## config.mk

```make
export PLATFORM = sky130hd
export DESIGN_NAME = hsc_corrector
export DESIGN_NICKNAME = d
export VERILOG_FILES = /design/src/rtl/hsc_pkg.sv /design/src/rtl/hsc_pair_test.sv /design/src/rtl/hsc_pos_extract.sv /design/src/rtl/hsc_single_bit.sv /design/src/rtl/hsc_corrector.sv
export SDC_FILE = /design/constraint.sdc
export NUM_CORES = 1
export LEC_CHECK = 0
export BUFFER_PORTS_ARGS = -buffer_cell sky130_fd_sc_hd__buf_4
export CAP_MARGIN = 20
export CORE_MARGIN = 10
export CORE_UTILIZATION = 48
export DETAILED_ROUTE_END_ITERATION = 7
export PLACE_DENSITY = 0.81
export SYNTH_ARGS = -nofsm -noshare
export SYNTH_HDL_FRONTEND = slang
export SYNTH_SLANG_ARGS = --single-unit
```

## constraint.sdc

```tcl
create_clock -name clk -period 2.65 [get_ports clk]
set_input_delay 0.1325 -clock clk [delete_from_list [all_inputs] [get_ports clk]]
set_output_delay 0.1325 -clock clk [all_outputs]
set_load 0.02 [all_outputs]
```

## src/rtl/hsc_pkg.sv

```systemverilog
package hsc_pkg;
    localparam int unsigned HSC_BYTE_W = 8;

    typedef enum logic [1:0] {
        ST_CLEAN    = 2'd0,
        ST_FIX_DATA = 2'd1,
        ST_FIX_ECC  = 2'd2,
        ST_FATAL    = 2'd3
    } hsc_status_e;
endpackage

```

## src/rtl/hsc_pair_test.sv

```systemverilog
module hsc_pair_test
    import hsc_pkg::*;
(
    input  logic [HSC_BYTE_W-1:0] syn_byte_i,
    output logic                  split_o
);
    localparam int unsigned PAIRS = HSC_BYTE_W / 2;

    logic [PAIRS-1:0] pair_diff;

    for (genvar p = 0; p < PAIRS; p++) begin : g_pair
        assign pair_diff[p] = syn_byte_i[2*p+1] ^ syn_byte_i[2*p];
    end

    assign split_o = &pair_diff;
endmodule

```

## src/rtl/hsc_pos_extract.sv

```systemverilog
module hsc_pos_extract
    import hsc_pkg::*;
#(
    parameter int unsigned SYN_BYTES = 3,
    localparam int unsigned SYN_W  = SYN_BYTES * HSC_BYTE_W,
    localparam int unsigned ADDR_W = 4 * (SYN_BYTES - 1) + 1
) (
    input  logic [SYN_W-1:0]  syn_i,
    output logic [ADDR_W-1:0] byte_pos_o,
    output logic [2:0]        bit_pos_o
);
    localparam int unsigned TOP = HSC_BYTE_W * (SYN_BYTES - 1);

    for (genvar b = 0; b < SYN_BYTES - 1; b++) begin : g_low
        for (genvar j = 0; j < 4; j++) begin : g_odd
            assign byte_pos_o[4*b+j] = syn_i[HSC_BYTE_W*b + 2*j + 1];
        end
    end

    assign byte_pos_o[ADDR_W-1] = syn_i[TOP+1];

    for (genvar j = 0; j < 3; j++) begin : g_bit
        assign bit_pos_o[j] = syn_i[TOP + 2*j + 3];
    end
endmodule

```

## src/rtl/hsc_single_bit.sv

```systemverilog
module hsc_single_bit #(
    parameter int unsigned W = 24
) (
    input  logic [W-1:0] vec_i,
    output logic         one_o
);
    assign one_o = (vec_i != '0) && ((vec_i & (vec_i - W'(1))) == '0);
endmodule

```

## src/rtl/hsc_corrector.sv

```systemverilog
module hsc_corrector
    import hsc_pkg::*;
#(
    parameter int unsigned SYN_BYTES = 3,
    localparam int unsigned SYN_W  = SYN_BYTES * HSC_BYTE_W,
    localparam int unsigned ADDR_W = 4 * (SYN_BYTES - 1) + 1
) (
    input  logic              clk,
    input  logic              rst_n,
    input  logic              start_i,
    input  logic              ignore_erased_i,
    input  logic [SYN_W-1:0]  stored_ecc_i,
    input  logic [SYN_W-1:0]  calc_ecc_i,
    output logic              done_o,
    output logic [1:0]        status_o,
    output logic [ADDR_W-1:0] byte_idx_o,
    output logic [2:0]        bit_idx_o
);
    typedef struct packed {
        logic              done;
        hsc_status_e       status;
        logic [ADDR_W-1:0] byte_idx;
        logic [2:0]        bit_idx;
    } hsc_state_t;

    hsc_state_t state_d, state_q;

    logic [SYN_W-1:0]     syn;
    logic [SYN_BYTES-1:0] byte_split;
    logic                 all_split;
    logic                 one_bit;
    logic                 erased;
    logic [ADDR_W-1:0]    pos_byte;
    logic [2:0]           pos_bit;

    assign syn    = stored_ecc_i ^ calc_ecc_i;
    assign erased = ignore_erased_i && (&stored_ecc_i);

    for (genvar k = 0; k < SYN_BYTES; k++) begin : g_split
        hsc_pair_test i_pair (
            .syn_byte_i (syn[HSC_BYTE_W*k +: HSC_BYTE_W]),
            .split_o    (byte_split[k])
        );
    end
    assign all_split = &byte_split;

    hsc_single_bit #(.W(SYN_W)) i_one (
        .vec_i (syn),
        .one_o (one_bit)
    );

    hsc_pos_extract #(.SYN_BYTES(SYN_BYTES)) i_pos (
        .syn_i      (syn),
        .byte_pos_o (pos_byte),
        .bit_pos_o  (pos_bit)
    );

    always_comb begin
        state_d      = state_q;
        state_d.done = 1'b0;
        if (start_i) begin
            state_d.done     = 1'b1;
            state_d.byte_idx = '0;
            state_d.bit_idx  = '0;
            if (syn == '0) begin
                state_d.status = ST_CLEAN;
            end else if (erased) begin
                state_d.status = ST_CLEAN;
            end else if (all_split) begin
                state_d.status   = ST_FIX_DATA;
                state_d.byte_idx = pos_byte;
                state_d.bit_idx  = pos_bit;
            end else if (one_bit) begin
                state_d.status = ST_FIX_ECC;
            end else begin
                state_d.status = ST_FATAL;
            end
        end
    end

    always_ff @(posedge clk or negedge rst_n) begin
        if (!rst_n) begin
            state_q <= '{done: 1'b0, status: ST_CLEAN, byte_idx: '0, bit_idx: '0};
        end else begin
            state_q <= state_d;
        end
    end

    assign done_o     = state_q.done;
    assign status_o   = state_q.status;
    assign byte_idx_o = state_q.byte_idx;
    assign bit_idx_o  = state_q.bit_idx;
endmodule

```

==> results of run 1 <==
==> state kept, by name, indices dropped and copies added (netlist names) <==
signal	flops
bit_idx_o	3
byte_idx_o	9
done_o	1
status_o	2
==> cells in the mapped netlist (all sizes together) (3+ instances only) <==
cell type   n  area [µm²]
a21oi       6        30.0
xor2        7        68.8
ha         15         188
nor3        5        25.0
dfrtp      15         375
xnor2      17         190
nand2      13        48.8
o2bb2ai    13         114
inv        16        60.1
nand4      12        75.1
nor2        6        22.5
o21ai       4        20.0
a41oi       3        26.3
nand3       7        35.0
nor4        5        52.6
o41ai       3        26.3
==> final timing paths <==
path | from | endpoint | slack, ns | cells past startpoint
min | rst_n | bit_idx_o[2] | 0.23 | 2
max in group asynchronous | rst_n | byte_idx_o[1] | 2.24 | 2
min reg2reg | byte_idx_o[1] | byte_idx_o[1] | 0.49 | 1
min in group clk | calc_ecc_i[1] | byte_idx_o[0] | 0.26 | 3
max | start_i | status_o[0] | 0.30 | 8
max reg2reg | status_o[0] | status_o[0] | 0.60 | 5
==> logic make-up after synthesis <==
kind of cell	Yosys count
xor gates and xnor gates	24
adders and majority gates	15
DFF	15
buffers and inverters	19
AOI/OAI and AO/OA	47
and+or+nand+nor	51
==> through the flow <==
step                      worst slack [ns]  area [µm²]  hold WS, ns
after detailed placement             0.102        2220     -0.00435
after floorplan                      0.231        1540       -0.163
after CTS                            0.277        2270        0.235
after global placement               0.177        2220     -0.00816
final                                0.301        2270        0.234
after global routing                 0.149        2270        0.247
==> metal layers <==
metal | routed length (µm) | part of all wire (%) | vias to the layer above | track usage [%]
li1 | - | - | 839 | -
met1 | 2330 | 45 | 821 | 23.1
met2 | 2370 | 45 | 113 | 26.8
met3 | 396 | 7.6 | 14 | 2.45
met4 | 121 | 2.3 | 0 | 4.83
met5 | 0 | 0 | - | 0
==> layout by cell type (no fill, tap or decap), types with 2 or more instances in the layout <==
cell type                       Yosys  routed
sky130_fd_sc_hd__o21ai_0            4       4
sky130_fd_sc_hd__nand4_1           12      12
sky130_fd_sc_hd__ha_1              15      15
sky130_fd_sc_hd__o2bb2ai_1         13      13
sky130_fd_sc_hd__dfrtp_1           15      15
sky130_fd_sc_hd__a41oi_1            3       3
sky130_fd_sc_hd__buf_4              1      85
sky130_fd_sc_hd__clkbuf_4           0       3
sky130_fd_sc_hd__nor4_1             3       3
sky130_fd_sc_hd__nand3_1            7       7
sky130_fd_sc_hd__xnor2_1           13      13
sky130_fd_sc_hd__a2111oi_0          2       2
sky130_fd_sc_hd__dlygate4sd3_1      0       2
sky130_fd_sc_hd__nor2_1             6       6
sky130_fd_sc_hd__xor2_1             6       6
sky130_fd_sc_hd__o22ai_1            2       2
sky130_fd_sc_hd__or4_1              2       2
sky130_fd_sc_hd__xnor2_2            3       3
sky130_fd_sc_hd__o2111ai_1          2       2
sky130_fd_sc_hd__a21oi_1            6       6
sky130_fd_sc_hd__o41ai_1            3       3
sky130_fd_sc_hd__nand2_1           13      13
sky130_fd_sc_hd__nor3_1             5       5
sky130_fd_sc_hd__a31oi_1            2       2
sky130_fd_sc_hd__inv_1             15      15
==> report_power, final <==
part,internal (µW),total (µW),switching [µW]
combinational,177,371,195
clock,58.2,125,67.2
sequential,232,234,1.95
==> cell type report <==
class	count	area share, %
Tap cell	44	2.42
Sequential cell	15	16.5
Inverter	17	2.87
Multi-Input combinational cell	137	48.0
Timing Repair Buffer	87	29.0
Clock buffer	4	1.16
==> results.yml, run 1 <==
run_status:
  status: "completed"
cells_and_area:
  final_cell_count_no_fill: 304
  utilization_pct: 74.4
  syn2layout_area_growth_pct: 47.2
  fillers: 245
  diodes: 0
  layout-drive-gt1-share_pct: 37.3
  num-nets-final: 328
  layout.area.seq_um2: 375
  multi_input_area_mm2: 0.00109
synthesis:
  synthesis.instances: 171
  seq_area_frac_synth_pct: 24.3
  synth.lib_cells_used.distinct: 41
  synthesis.yosys.warnings: 0
  mappedNetlistNets: 238
  synth_edf_count: 0
  dominant_combinational_cell_family_by_area_after_synthesis: "compound AO/OA/AOI/OAI gates"
  synth_seq_cells: 15
  synthesis.area_per_instance_um2: 9.02
  post_synth_fa_ha_maj_area_fraction_pct: 12.2
  synth-xor-area-share_pct: 16.8
  synth_area_mm2: 0.00154
  synth.mux.area_fraction_pct: 0
  synth-simple-area-share_pct: 18.2
  synthArstFlopShare_pct: 100
  synth_compound_gate_area_share_pct: 23.6
  yosys_most_used_dff: "sky130_fd_sc_hd__dfrtp_1"
flow_run:
  drv.max_cap_violation_count: 0
timing:
  slew_headroom_pct: 66.1
  worst_margin_pin_slew_ns: 0.496
  fin_setup_tns_ns: 0
  highest_clock_rate_ghz: 0.426
  timing.clock.skew_ns: 0
  timing.final.crit_period_ns: 2.35
  finalCritPeriodShare_pct: 88.6
  maxSlewViolCount: 0
  setup_viol_count_final: 0
  final_hold_viol_count: 0
  unrepaired_setup_endpoints_after_global_routing: "false"
critical_path:
  cp_num_buf_inv: 3
  timing.critical_path.required_ns: 2.79
  crit_arrival_ns: 2.49
  critical_path.startpoint_type: "input port"
  crit_path_top_delay_cell: "sky130_fd_sc_hd__dlygate4sd3_1"
  crit_family: "compound AO/OA/AOI/OAI gates"
  worstSetupPathType: "input port to register"
  crit_path_cell_trace: "dlygate4sd3_1, buf_4, inv_1, a221o_1, or4_1, a2111o_1, nor4_2, a41oi_1"
  timing.critical_path.fanout_max: 15
  timing.critical_path.to_type: "register"
  critPathMaxStageDelay_ns: 0.53
clocking:
  tritoncts: "yes"
  cts_setup_buffers: 0
  cts.sinks: 15
  clk_path_buf_depth: 2
  clock_h_tree_levels: 1
  cts-buffers-inserted: 3
  post_cts.resized_instances: 0
  clk_root_buffer_cell: "sky130_fd_sc_hd__clkbuf_4"
  clk_latency_ns: 0.27
  clk_pin_slew_ns: 0.09
  cts_hold_buf: 2
global_route:
  grt_antenna_before_repair: 0
  first_global_vias: 1810
  global_route_wire_length_before_repair_mm: 8.61
  grt_start_max_net_pins: 16
  global_route.overflow_total: 0
  gr-usage-all-layers_pct: 16.9
die:
  cell_rows: 20
  dieHeight_um: 76.7
  effective_utilization_at_floorplan_pct: 50.5
  core-area_mm2: 0.00305
  boundaryPins: 67
  die_area_mm2: 0.00588
  horizontal_extent_of_the_die_um: 76.7
drt:
  route.detailed.wl_per_inst_um: 17.2
  detailroute.via_count: 1787
  finalWirelength_mm: 5.22
  first_pass_iters: 5
  drt_first_iter_violations: 237
  ant_nets: 0
  avgViaCountPerCell: 5.88
  drcViolationCount: 0
place:
  io_buffers: 66
  gpl.final_weighted_congestion: 0.930
  numPlacedInstances: 298
  detailed_place_hpwl_mm: 4.51
hold_path:
  hold_path.class: "input port to async pin"
power_and_ir_drop:
  post-layout-total-power_uw: 730
  ir_drop_v: 0.000358
  power-per-cell-area_mw_per_mm2: 322
  power_leakage_uw: 0.00105
Power figures use the tool's default switching activity.
==> run 2, diff against run 1 <==
- BUFFER_PORTS_ARGS: -buffer_cell sky130_fd_sc_hd__buf_4 -> default
- CORE_UTILIZATION: 48 -> 55
- DONT_BUFFER_PORTS: default -> 1
- PLACE_DENSITY: 0.81 -> 0.7
==> run 2 against run 1 <==
Effect of this change:
- via count shrank 15%
- global-route usage up 1.7 points
- highest routed layer unchanged
- non-clock buffer count is 70 lower
- critical path depth is 1 higher
- power decreased by 11%
- worst setup slack better by 0.16 ns
- sequential cell count unchanged
- final area shrank 24%
==> results.yml, run 2 (synthesis results as in run 1) <==
power_and_ir_drop:
  ir_drop_v: 0.000367
  power_leakage_uw: 0.000708
  post-layout-total-power_uw: 653
  power-per-cell-area_mw_per_mm2: 377
critical_path:
  crit_path_top_delay_cell: "sky130_fd_sc_hd__or4_1"
  timing.critical_path.to_type: "register"
  crit_arrival_ns: 2.33
  regToRegEndpoint: "status_o[0]"
  timing.critical_path.fanout_max: 8
  endpoint_of_the_worst_setup_timing_path: "status_o[0]"
  ff2ff_setup_slack_ns: 0.49
  reg2reg_depth: 5
  timing.critical_path.from: "calc_ecc_i[14]"
  critical_path.startpoint_type: "input port"
  timing.critical_path.required_ns: 2.79
  critPathMaxStageDelay_ns: 0.52
  crit_path_cell_trace: "xor2_2, clkinv_2, ha_1, nand4_1, nor3_1, or4_1, a2111o_1, nor4_2, a41oi_1"
  crit_family: "simple AND/OR/NAND/NOR gates"
  path_depth: 9
  worstSetupPathType: "input port to register"
  r2r-start: "status_o[0]"
  cp_num_buf_inv: 1
timing:
  fin_setup_tns_ns: 0
  timing.final.crit_period_ns: 2.19
  timing.clock.skew_ns: 0
  unrepaired_setup_endpoints_after_global_routing: "false"
  highest_clock_rate_ghz: 0.456
  setup_viol_count_final: 0
  maxSlewViolCount: 0
  final_hold_viol_count: 0
  worst_margin_pin_slew_ns: 0.638
  setup_slack_ns: 0.459
  slew_headroom_pct: 57.3
  finalCritPeriodShare_pct: 82.7
clocking:
  cts_setup_buffers: 0
  cts-buffers-inserted: 3
  clk_path_buf_depth: 2
  post_cts.resized_instances: 0
  clk_root_buffer_cell: "sky130_fd_sc_hd__clkbuf_4"
  clk_latency_ns: 0.27
  cts.sinks: 15
  tritoncts: "yes"
  clk_pin_slew_ns: 0.09
  clock_h_tree_levels: 1
  cts_hold_buf: 2
cells_and_area:
  fillers: 233
  layout-drive-gt1-share_pct: 14.7
  finish.instance_area_mm2: 0.00173
  multi_input_area_mm2: 0.00109
  layout.area.seq_um2: 375
  largest_register_ffs: 9
  utilization_pct: 63.9
  diodes: 0
  layout.cells.most_common_list: "sky130_fd_sc_hd__inv_1, sky130_fd_sc_hd__ha_1, sky130_fd_sc_hd__dfrtp_1, sky130_fd_sc_hd__buf_4"
  syn2layout_area_growth_pct: 12.2
  num-nets-final: 258
global_route:
  gr-usage-all-layers_pct: 18.6
  global_route_wire_length_before_repair_mm: 8.03
  first_global_vias: 1592
  global_route.overflow_total: 0
  grt_antenna_before_repair: 0
  grt_start_max_net_pins: 16
drt:
  first_pass_iters: 6
  drcViolationCount: 0
  finalWirelength_mm: 5.03
  route.detailed.wl_per_inst_um: 22.8
  ant_nets: 0
  drt_first_iter_violations: 198
  avgViaCountPerCell: 6.86
  detailroute.via_count: 1515
die:
  core-area_mm2: 0.00271
  cell_rows: 19
  boundaryPins: 67
  horizontal_extent_of_the_die_um: 73.0
  die_area_mm2: 0.00532
  effective_utilization_at_floorplan_pct: 56.9
  dieHeight_um: 73.0
hold_path:
  hold_path.class: "input port to register"
  min-delay-start: "start_i"
  hold_depth: 4
place:
  io_buffers: 0
  detailed_place_hpwl_mm: 4.37
  gpl.final_weighted_congestion: 0.984
  post-place-ws_ns: 0.144
  placed_area_mm2: 0.00168
run_status:
  status: "completed"
flow_run:
  drv.max_cap_violation_count: 0
run 2: cell count changes in the layout (fill, tap and decap cells not counted), sizes merged:
cell / delta
clkinv: +1
buf: -70
clkbuf: -1
run 2: tightest hold or removal path, cell delays in order:
cell and delay, ns:
sky130_fd_sc_hd__o41ai_1 0.05, sky130_fd_sc_hd__a21oi_1 0.06, sky130_fd_sc_hd__inv_1 0.05, sky130_fd_sc_hd__o2bb2ai_1 0.06
run 2: area by class of cell:
class / instances / share of cell area (%)
clock buffers: 3 / 1.30
clock inverters: 1 / 0.289
multi-input cells: 137 / 63.1
well taps: 31 / 2.24
flip-flops and latches: 15 / 21.7
inverters: 17 / 3.76
repair buffers: 17 / 7.66
run 2: stage by stage:
step	hold slack, ns	instances
detailed placement	-0.163	215
finish	0.100	221
CTS	0.0978	221
global route	0.113	221
floorplan	-0.163	171
global placement	-0.163	215
run 2: power breakdown:
| part | switching, µW | leakage, µW | internal [µW] |
|---|---|---|---|
| sequential | 6.31 | 0.000201 | 232 |
| combinational | 168 | 0.000489 | 121 |
| clock | 69.5 | 0.0000177 | 56.0 |
| total | 244 | 0.000708 | 408 |
run 2: how the worst min path moves through the flow:
stage,end,slack [ns]
2_1_floorplan,bit_idx_o[0],-0.16
3_5_place_dp,byte_idx_o[2],-0.16
4_1_cts,status_o[1],0.1
5_1_grt,status_o[1],0.11
6_report,status_o[1],0.1
3_3_place_gp,byte_idx_o[2],-0.16
run 2: routing by layer:
layer / share of wire (%) / vias to the layer above / GRT usage (%)
li1: - / 700 / -
met1: 37 / 709 / 22.3
met2: 49 / 93 / 30.1
met3: 12 / 13 / 6.12
met4: 2.0 / 0 / 7.17
met5: 0 / - / 0
